`config.mk`:
```
export PLATFORM = sky130hd
export DESIGN_NAME = lane_add_top
export DESIGN_NICKNAME = d
export VERILOG_FILES = /design/src/rtl/lane_add_pkg.sv /design/src/rtl/lane_add_ctrl.sv /design/src/rtl/lane_add_datapath.sv /design/src/rtl/lane_add_top.sv
export SDC_FILE = /design/constraint.sdc
export NUM_CORES = 1
export LEC_CHECK = 0
export ABC_CLOCK_PERIOD_IN_PS = 20700
export BUFFER_PORTS_ARGS = -buffer_cell sky130_fd_sc_hd__buf_2
export CORE_UTILIZATION = 45
export DETAILED_ROUTE_END_ITERATION = 10
export PLACE_DENSITY = 0.81
export SLEW_MARGIN = 20
export SYNTH_ARGS = -nofsm -noshare
export SYNTH_HDL_FRONTEND = slang
export SYNTH_SLANG_ARGS = --single-unit
```
`constraint.sdc`:
```
create_clock -name clk -period 20.7 [get_ports clk]
set_clock_uncertainty 0.15 [all_clocks]
set_input_delay 3.105 -clock clk [delete_from_list [all_inputs] [get_ports clk]]
set_output_delay 3.105 -clock clk [all_outputs]
set_load 0.03 [all_outputs]
```
`src/rtl/lane_add_pkg.sv`:
```
package lane_add_pkg;

  // Datapath geometry: full width, segment (smallest lane) width, middle lane width
  localparam int DATA_W    = 64;
  localparam int SEG_W     = 8;
  localparam int MID_W     = 16;
  localparam int NUM_SEG   = DATA_W / SEG_W;
  localparam int MID_SEGS  = MID_W / SEG_W;
  localparam int MID_LANES = DATA_W / MID_W;

  typedef enum logic [1:0] {
    MODE_FULL    = 2'b00,
    MODE_MID     = 2'b01,
    MODE_SEG     = 2'b10,
    MODE_SEG_ALT = 2'b11
  } laneMode_e;

  typedef enum logic [1:0] {
    FLAGS_FULL = 2'b00,
    FLAGS_MID  = 2'b01,
    FLAGS_SEG  = 2'b10
  } flagSel_e;

  // Strobes from control to datapath
  typedef struct packed {
    logic [NUM_SEG-2:0] killMask;  // bit i: drop carry from segment i into segment i+1
    flagSel_e           flagSel;   // which flag packing applies
  } laneCtl_t;

endpackage

```
`src/rtl/lane_add_ctrl.sv`:
```
module lane_add_ctrl
  import lane_add_pkg::*;
(
  input  logic [1:0] mode,
  output laneCtl_t   laneCtl
);

  // Boundary i (between segment i and i+1) is a lane edge when the lane
  // size in segments divides i+1.
  function automatic logic [NUM_SEG-2:0] edgeMask(input int segsPerLane);
    logic [NUM_SEG-2:0] m;
    m = '0;
    for (int i = 0; i < NUM_SEG - 1; i++) begin
      m[i] = (((i + 1) % segsPerLane) == 0);
    end
    return m;
  endfunction

  localparam logic [NUM_SEG-2:0] KILL_FULL = edgeMask(NUM_SEG);
  localparam logic [NUM_SEG-2:0] KILL_MID  = edgeMask(MID_SEGS);
  localparam logic [NUM_SEG-2:0] KILL_SEG  = edgeMask(1);

  always_comb begin
    unique case (laneMode_e'(mode))
      MODE_FULL: begin
        laneCtl.killMask = KILL_FULL;
        laneCtl.flagSel  = FLAGS_FULL;
      end
      MODE_MID: begin
        laneCtl.killMask = KILL_MID;
        laneCtl.flagSel  = FLAGS_MID;
      end
      default: begin
        laneCtl.killMask = KILL_SEG;
        laneCtl.flagSel  = FLAGS_SEG;
      end
    endcase
  end

endmodule

```
`src/rtl/lane_add_datapath.sv`:
```
module lane_add_datapath
  import lane_add_pkg::*;
(
  input  logic               clk,
  input  logic               rstN,
  input  laneCtl_t           laneCtl,
  input  logic [DATA_W-1:0]  opA,
  input  logic [DATA_W-1:0]  opB,
  output logic [DATA_W-1:0]  sum,
  output logic [NUM_SEG-1:0] carryFlags
);

  logic [NUM_SEG-1:0] segCarry;
  logic [NUM_SEG-1:0] segCarryIn;
  logic [DATA_W-1:0]  sumNext;

  // Segmented ripple: each byte adds with a carry-in gated by the kill mask
  for (genvar s = 0; s < NUM_SEG; s++) begin : g_seg
    if (s == 0) begin : g_first
      assign segCarryIn[s] = 1'b0;
    end else begin : g_rest
      assign segCarryIn[s] = segCarry[s-1] & ~laneCtl.killMask[s-1];
    end
    assign {segCarry[s], sumNext[s*SEG_W +: SEG_W]} =
      {1'b0, opA[s*SEG_W +: SEG_W]} + {1'b0, opB[s*SEG_W +: SEG_W]}
      + {{SEG_W{1'b0}}, segCarryIn[s]};
  end

  // Flag packing for each lane layout
  logic [NUM_SEG-1:0] flagsFull;
  logic [NUM_SEG-1:0] flagsMid;
  logic [NUM_SEG-1:0] flagsSeg;
  logic [NUM_SEG-1:0] flagsNext;

  assign flagsFull = {{(NUM_SEG-1){1'b0}}, segCarry[NUM_SEG-1]};
  assign flagsSeg  = segCarry;

  for (genvar k = 0; k < NUM_SEG; k++) begin : g_midFlag
    if (k < MID_LANES) begin : g_live
      assign flagsMid[k] = segCarry[(k+1)*MID_SEGS-1];
    end else begin : g_idle
      assign flagsMid[k] = 1'b0;
    end
  end

  always_comb begin
    unique case (laneCtl.flagSel)
      FLAGS_FULL: flagsNext = flagsFull;
      FLAGS_MID:  flagsNext = flagsMid;
      default:    flagsNext = flagsSeg;
    endcase
  end

  always_ff @(posedge clk) begin
    if (!rstN) begin
      sum        <= '0;
      carryFlags <= '0;
    end else begin
      sum        <= sumNext;
      carryFlags <= flagsNext;
    end
  end

endmodule

```
`src/rtl/lane_add_top.sv`:
```
module lane_add_top
  import lane_add_pkg::*;
(
  input  logic               clk,
  input  logic               rstN,
  input  logic [1:0]         mode,
  input  logic [DATA_W-1:0]  opA,
  input  logic [DATA_W-1:0]  opB,
  output logic [DATA_W-1:0]  sum,
  output logic [NUM_SEG-1:0] carryFlags
);

  laneCtl_t laneCtl;

  lane_add_ctrl i_ctrl (
    .mode    (mode),
    .laneCtl (laneCtl)
  );

  lane_add_datapath i_dp (
    .clk        (clk),
    .rstN       (rstN),
    .laneCtl    (laneCtl),
    .opA        (opA),
    .opB        (opB),
    .sum        (sum),
    .carryFlags (carryFlags)
  );

endmodule

```
# == After elaboration in Yosys (flattened, before gate mapping) ==
# Index checks and enable logic that the tools add are counted.
# Widths: inputs -> output; s select.
# totals
reg_bits,72
inputBits,132
elab_cells,37
# op_classes
addsub,15
n_eq_ne,2
n_mux,2
bitwise,14
n_reduce_logical,2
# ops
cell,count
$add 8x8->9,8
$add 9x1->9,7
$pmux 9 s2,1
$pmux 8 s2,1
$and 1x1->1,7
$not 1->1,7
$eq 2x1->1 const B,2
$logic_not 2->1,2

# == Longest topological paths before layout ==
# logic_depth
depth_word,18
mapped_depth,55

# == Modules after synthesis ==
# From an unflattened synthesis, not the netlist that was laid out.
# hier_totals
hier_cells,473
hier_area_um2,4451.8
# by_module_without_submodules
mod,n_inst,cells_each,area_per_inst_um2,seq_area_each_um2
lane_add_datapath,1,464,4390.5,1441.4
lane_add_ctrl,1,9,61.3,0.0

# == Least setup slack after synthesis ==
# No wires, ideal clock.
# synth_timing
kind,input port to flip-flop
from,input port opA[0]
to,register i_dp.carryFlags[0]
setup_ns,0.137
arrival_ns,15.536
slack_ns,4.878
path_stages,55
n_path_buf,0
cell_sequence,ha_1 -> fa_1 -> a21o_1 -> a21oi_1 -> o21bai_1 -> a31oi_1 -> nor2_1 -> fa_1 -> fa_1 -> a211oi_1 -> nor3_1 -> a211oi_2 -> nor3_1 -> fa_1 -> fa_1 -> a21o_1 -> a21oi_1 -> o21bai_1 -> (+19 left out) -> nor2_1 -> a311o_1 -> a21oi_2 -> nor3_1 -> fa_1 -> fa_1 -> a21o_1 -> a21o_1 -> a211oi_1 -> o21ai_1 -> nand2b_1 -> fa_1 -> fa_1 -> nand2b_1 -> a21oi_1 -> a311o_1 -> a21oi_1 -> o221ai_1
# synth_between
elab_chain_len,16
# synth_lines
item,line_no,rtl
from (decl),lane_add_top.sv:7,"input logic [DATA_W-1:0] opA,"
$add 8x8->9 (*),lane_add_datapath.sv:25,"{1'b0, opA[s*SEG_W +: SEG_W]} + {1'b0, opB[s*SEG_W +: SEG_W]}"
$and 1x1->1,lane_add_datapath.sv:22,assign segCarryIn[s] = segCarry[s-1] & ~laneCtl.killMask[s-1];
$add 9x1->9,lane_add_datapath.sv:26,"+ {{SEG_W{1'b0}}, segCarryIn[s]};"
$and 1x1->1,lane_add_datapath.sv:22,
$add 9x1->9,lane_add_datapath.sv:26,
$and 1x1->1,lane_add_datapath.sv:22,
$add 9x1->9,lane_add_datapath.sv:26,
$and 1x1->1,lane_add_datapath.sv:22,
$add 9x1->9,lane_add_datapath.sv:26,
$and 1x1->1,lane_add_datapath.sv:22,
$add 9x1->9,lane_add_datapath.sv:26,
$and 1x1->1,lane_add_datapath.sv:22,
$add 9x1->9,lane_add_datapath.sv:26,
$and 1x1->1,lane_add_datapath.sv:22,
$add 9x1->9,lane_add_datapath.sv:26,
$pmux 8 s2 (*),lane_add_datapath.sv:47,unique case (laneCtl.flagSel)
to (signal assigned),lane_add_datapath.sv:60,carryFlags <= flagsNext;
to (decl),lane_add_datapath.sv:10,output logic [NUM_SEG-1:0] carryFlags
# Mark *: on every way between the ends. The rest lies on a longest branch, timed or not.
# A chain may end at the register's enable or synchronous reset.

# == Worst setup path in the final report ==
# Ends and elaborated chain as after synthesis.

==> run_results.csv <==
group,metric,value,unit
setup_path,cp.required,20.76,ns
die,die_h,103,µm
die,rows,36,
placement,dp_hpwl,9360,µm
layout,area_growth,29.7,%
synthesis,synth_cell_types,44,
synthesis,synth_compound_area_share,19.8,%
sta,fmax,58.0,MHz
sta,timing.final.crit_period,17.24,ns
cts,cts_hold_buf,0,
layout,n_antenna_cell,0,
cts,cts_max_level,3,
synthesis,synth.cell_area,4550,µm²
synthesis,syn_inst,484,
synthesis,ys_async_sr_fraction,0,%
drt,vias_per_cell,5.33,
setup_path,crit_slowest_cell,"fa_1",
synthesis,yosys_warnings,0,
setup_path,crit_buf_inv,1,
cts,cts_inserted_buffers,9,
hold_path,hold_path.class,"primary input to flip-flop",
cts,clk_path_buf_depth,2,
placement,place_ws,3.09,ns
cts,path_clk_slew,0.08,ns
placement,finalWeightedCongestion,0.840,
cts,cts_resized,0,
die,ios,204,
job,max-cap-violations,0,
sta,post-route-period-util,83.3,%
die,dieArea,10500,µm²
setup_path,worstPathMaxFanout,3,
setup_path,slowest_delay,0.45,ns
setup_path,critPathTopFamily,"compound AO/OA/AOI/OAI gates",
sta,tightest_slew,0.899,ns
cts,cts_root_buf,"clkbuf_8",
sta,slew_headroom,40.0,%
sta,finalHoldViolCount,0,
sta,setup_ws,3.46,ns
sta,rsz0062_at_grt,"no",
drt,drc,0,
synthesis,syn_avg_cell_area,9.40,µm²
grt,grt_overflow_total,0,
layout,nNetsFinal,891,
setup_path,crit_path_end_kind,"flip-flop",
grt,antenna_found_initial,0,
layout,drive_gt1_share,33.8,%
drt,via_count,4394,
sta,finalSetupViolCount,0,
grt,grt_pass1_wl,18700,µm
sta,tns,0,ns
setup_path,critPathLaunchType,"primary input",
synthesis,synth_edf_count,0,
die,die_w,103,µm
power_and_ir_drop,ir_drop,0.0384,mV
drt,wl_per_cell,14.5,µm
cts,cts_tree,"done",
drt,routed_wl,11900,µm
synthesis,synth_simple_gate_area_share,16.5,%
cts,cts.sinks,72,
synthesis,synth_ff_type,"dfxtp_1",
sta,hold-worst-slack,2.97,ns
setup_path,cp.arrival,17.31,ns
drt,detail-route-antenna-nets,0,
setup_path,crit_path_frequent_cell,"fa_1",
drt,firstDrtPassIters,4,
setup_path,path_class,"primary input to flip-flop",
cts,cts_setup_buffers,0,
grt,grt_pass1_vias,4292,
grt,grt_max_degree,53,
outcome,status,"complete, no violations",
synthesis,synthAdderAreaFrac,22.3,%
synthesis,seq_area_frac_synth,31.7,%
synthesis,synth_top_family_by_area,"adder cells",
placement,portBuffers,203,
sta,final_max_slew_viol_count,0,
die,coreArea,9770,µm²
synthesis,synthXorXnorAreaFrac,3.66,%
layout,final_cells,825,
synthesis,synth_seq_cells,72,
synthesis,synthesis.nets,688,
placement,dp.cells,809,
grt,groute.usage.overall,23.1,%
power_and_ir_drop,p_per_area,74.2,nW/µm²
power_and_ir_drop,p_leak,0.00302,µW
synthesis,synth.area.mux_share,2.86,%
drt,drt_iter0_markers,133,
die,start_util,46.5,%
==> layout make-up <==
cell class                      count  area (µm²)
Fill cell                         880        3870
Multi-Input combinational cell    376        2960
Sequential cell                    72        1440
Timing Repair Buffer              204        1020
Clock buffer                       14         183
Tap cell                          133         166
Inverter                           24        90.1
Clock inverter                      2        35.0
==> flip-flops by register name, indices dropped and copies added (netlist names) <==
register,count
i_dp.carryFlags,8
i_dp.sum,64
==> stage by stage <==
stage               instance area [µm²]  util (%)  power (µW)
floorplan                          4550         -         271
global placement                   5680      58.2         313
detailed placement                 5680      58.2         318
CTS                                5900      60.4         440
global route                       5900      60.4         463
finish                             5900      60.4         438
==> worst min-delay path: cells and delay by family <==
| kind | cells | cell delay (ns) |
|---|---|---|
| buf+inv | 1 | 0.09 |
| fa+ha+maj | 1 | 0.12 |
| simple gates | 1 | 0.12 |
==> placed cells by master, fill, tap and decap left out, types with 2 or more instances in the layout <==
master and instances:
a211oi_1 8, a211oi_2 3, a21boi_0 2, a21o_1 24
a21oi_1 28, a21oi_2 9, a311o_1 10, a31oi_1 5
and2_1 14, buf_2 203, clkbuf_8 13, dfxtp_1 72
fa_1 15, ha_1 57, inv_1 23, mux2i_1 13
nand2_1 12, nand2b_1 13, nand3_1 9, nand4_1 2
nor2_1 37, nor2b_1 7, nor3_1 13, nor3b_1 4
nor4_1 10, o211ai_1 4, o21ai_0 17, o21ai_1 2
o21bai_1 7, o22ai_1 4, o311a_1 2, or3_1 18
xnor2_1 15, xor2_1 4
==> routing by layer <==
metal	share of wire [%]	up-vias	track usage (%)
met5	0	-	0
met3	6.3	20	5.97
met2	52	177	42.4
met4	1.9	0	9.45
met1	39	2032	25.1
li1	-	2165	-
==> logic make-up (layout without fill, tap and decap cells) <==
family | after synthesis | in the layout
and+or+nand+nor | 143 | 143
AOI/OAI and AO/OA | 129 | 129
adders and majority gates | 72 | 72
DFF | 72 | 72
buffers and inverters | 36 | 244
xor gates and xnor gates | 19 | 19
muxes | 13 | 13
==> cells in the mapped netlist, types with 14 or more instances <==
cell	n	share of area (%)
a21o_1	24	4.0
a21oi_1	28	3.1
and2_1	14	1.9
dfxtp_1	72	32
fa_1	15	6.6
ha_1	57	16
inv_1	23	1.9
nor2_1	37	3.1
o21ai_0	17	1.9
or3_1	18	2.5
xnor2_1	15	2.9
==> where the power goes <==
group | internal, µW | switching [µW] | total [µW]
sequential | 156 | 4.21 | 160
clock | 68.8 | 53.1 | 122
combinational | 60.5 | 95.6 | 156
total | 285 | 153 | 438
==> path summary, 6_finish.rpt <==
kind    from                  to  slack, ns  depth (start not counted)
max   opA[0]  i_dp.carryFlags[0]       3.46                         56
min   opB[0]         i_dp.sum[0]       2.97                          3
(Power assumes the default switching activity.)
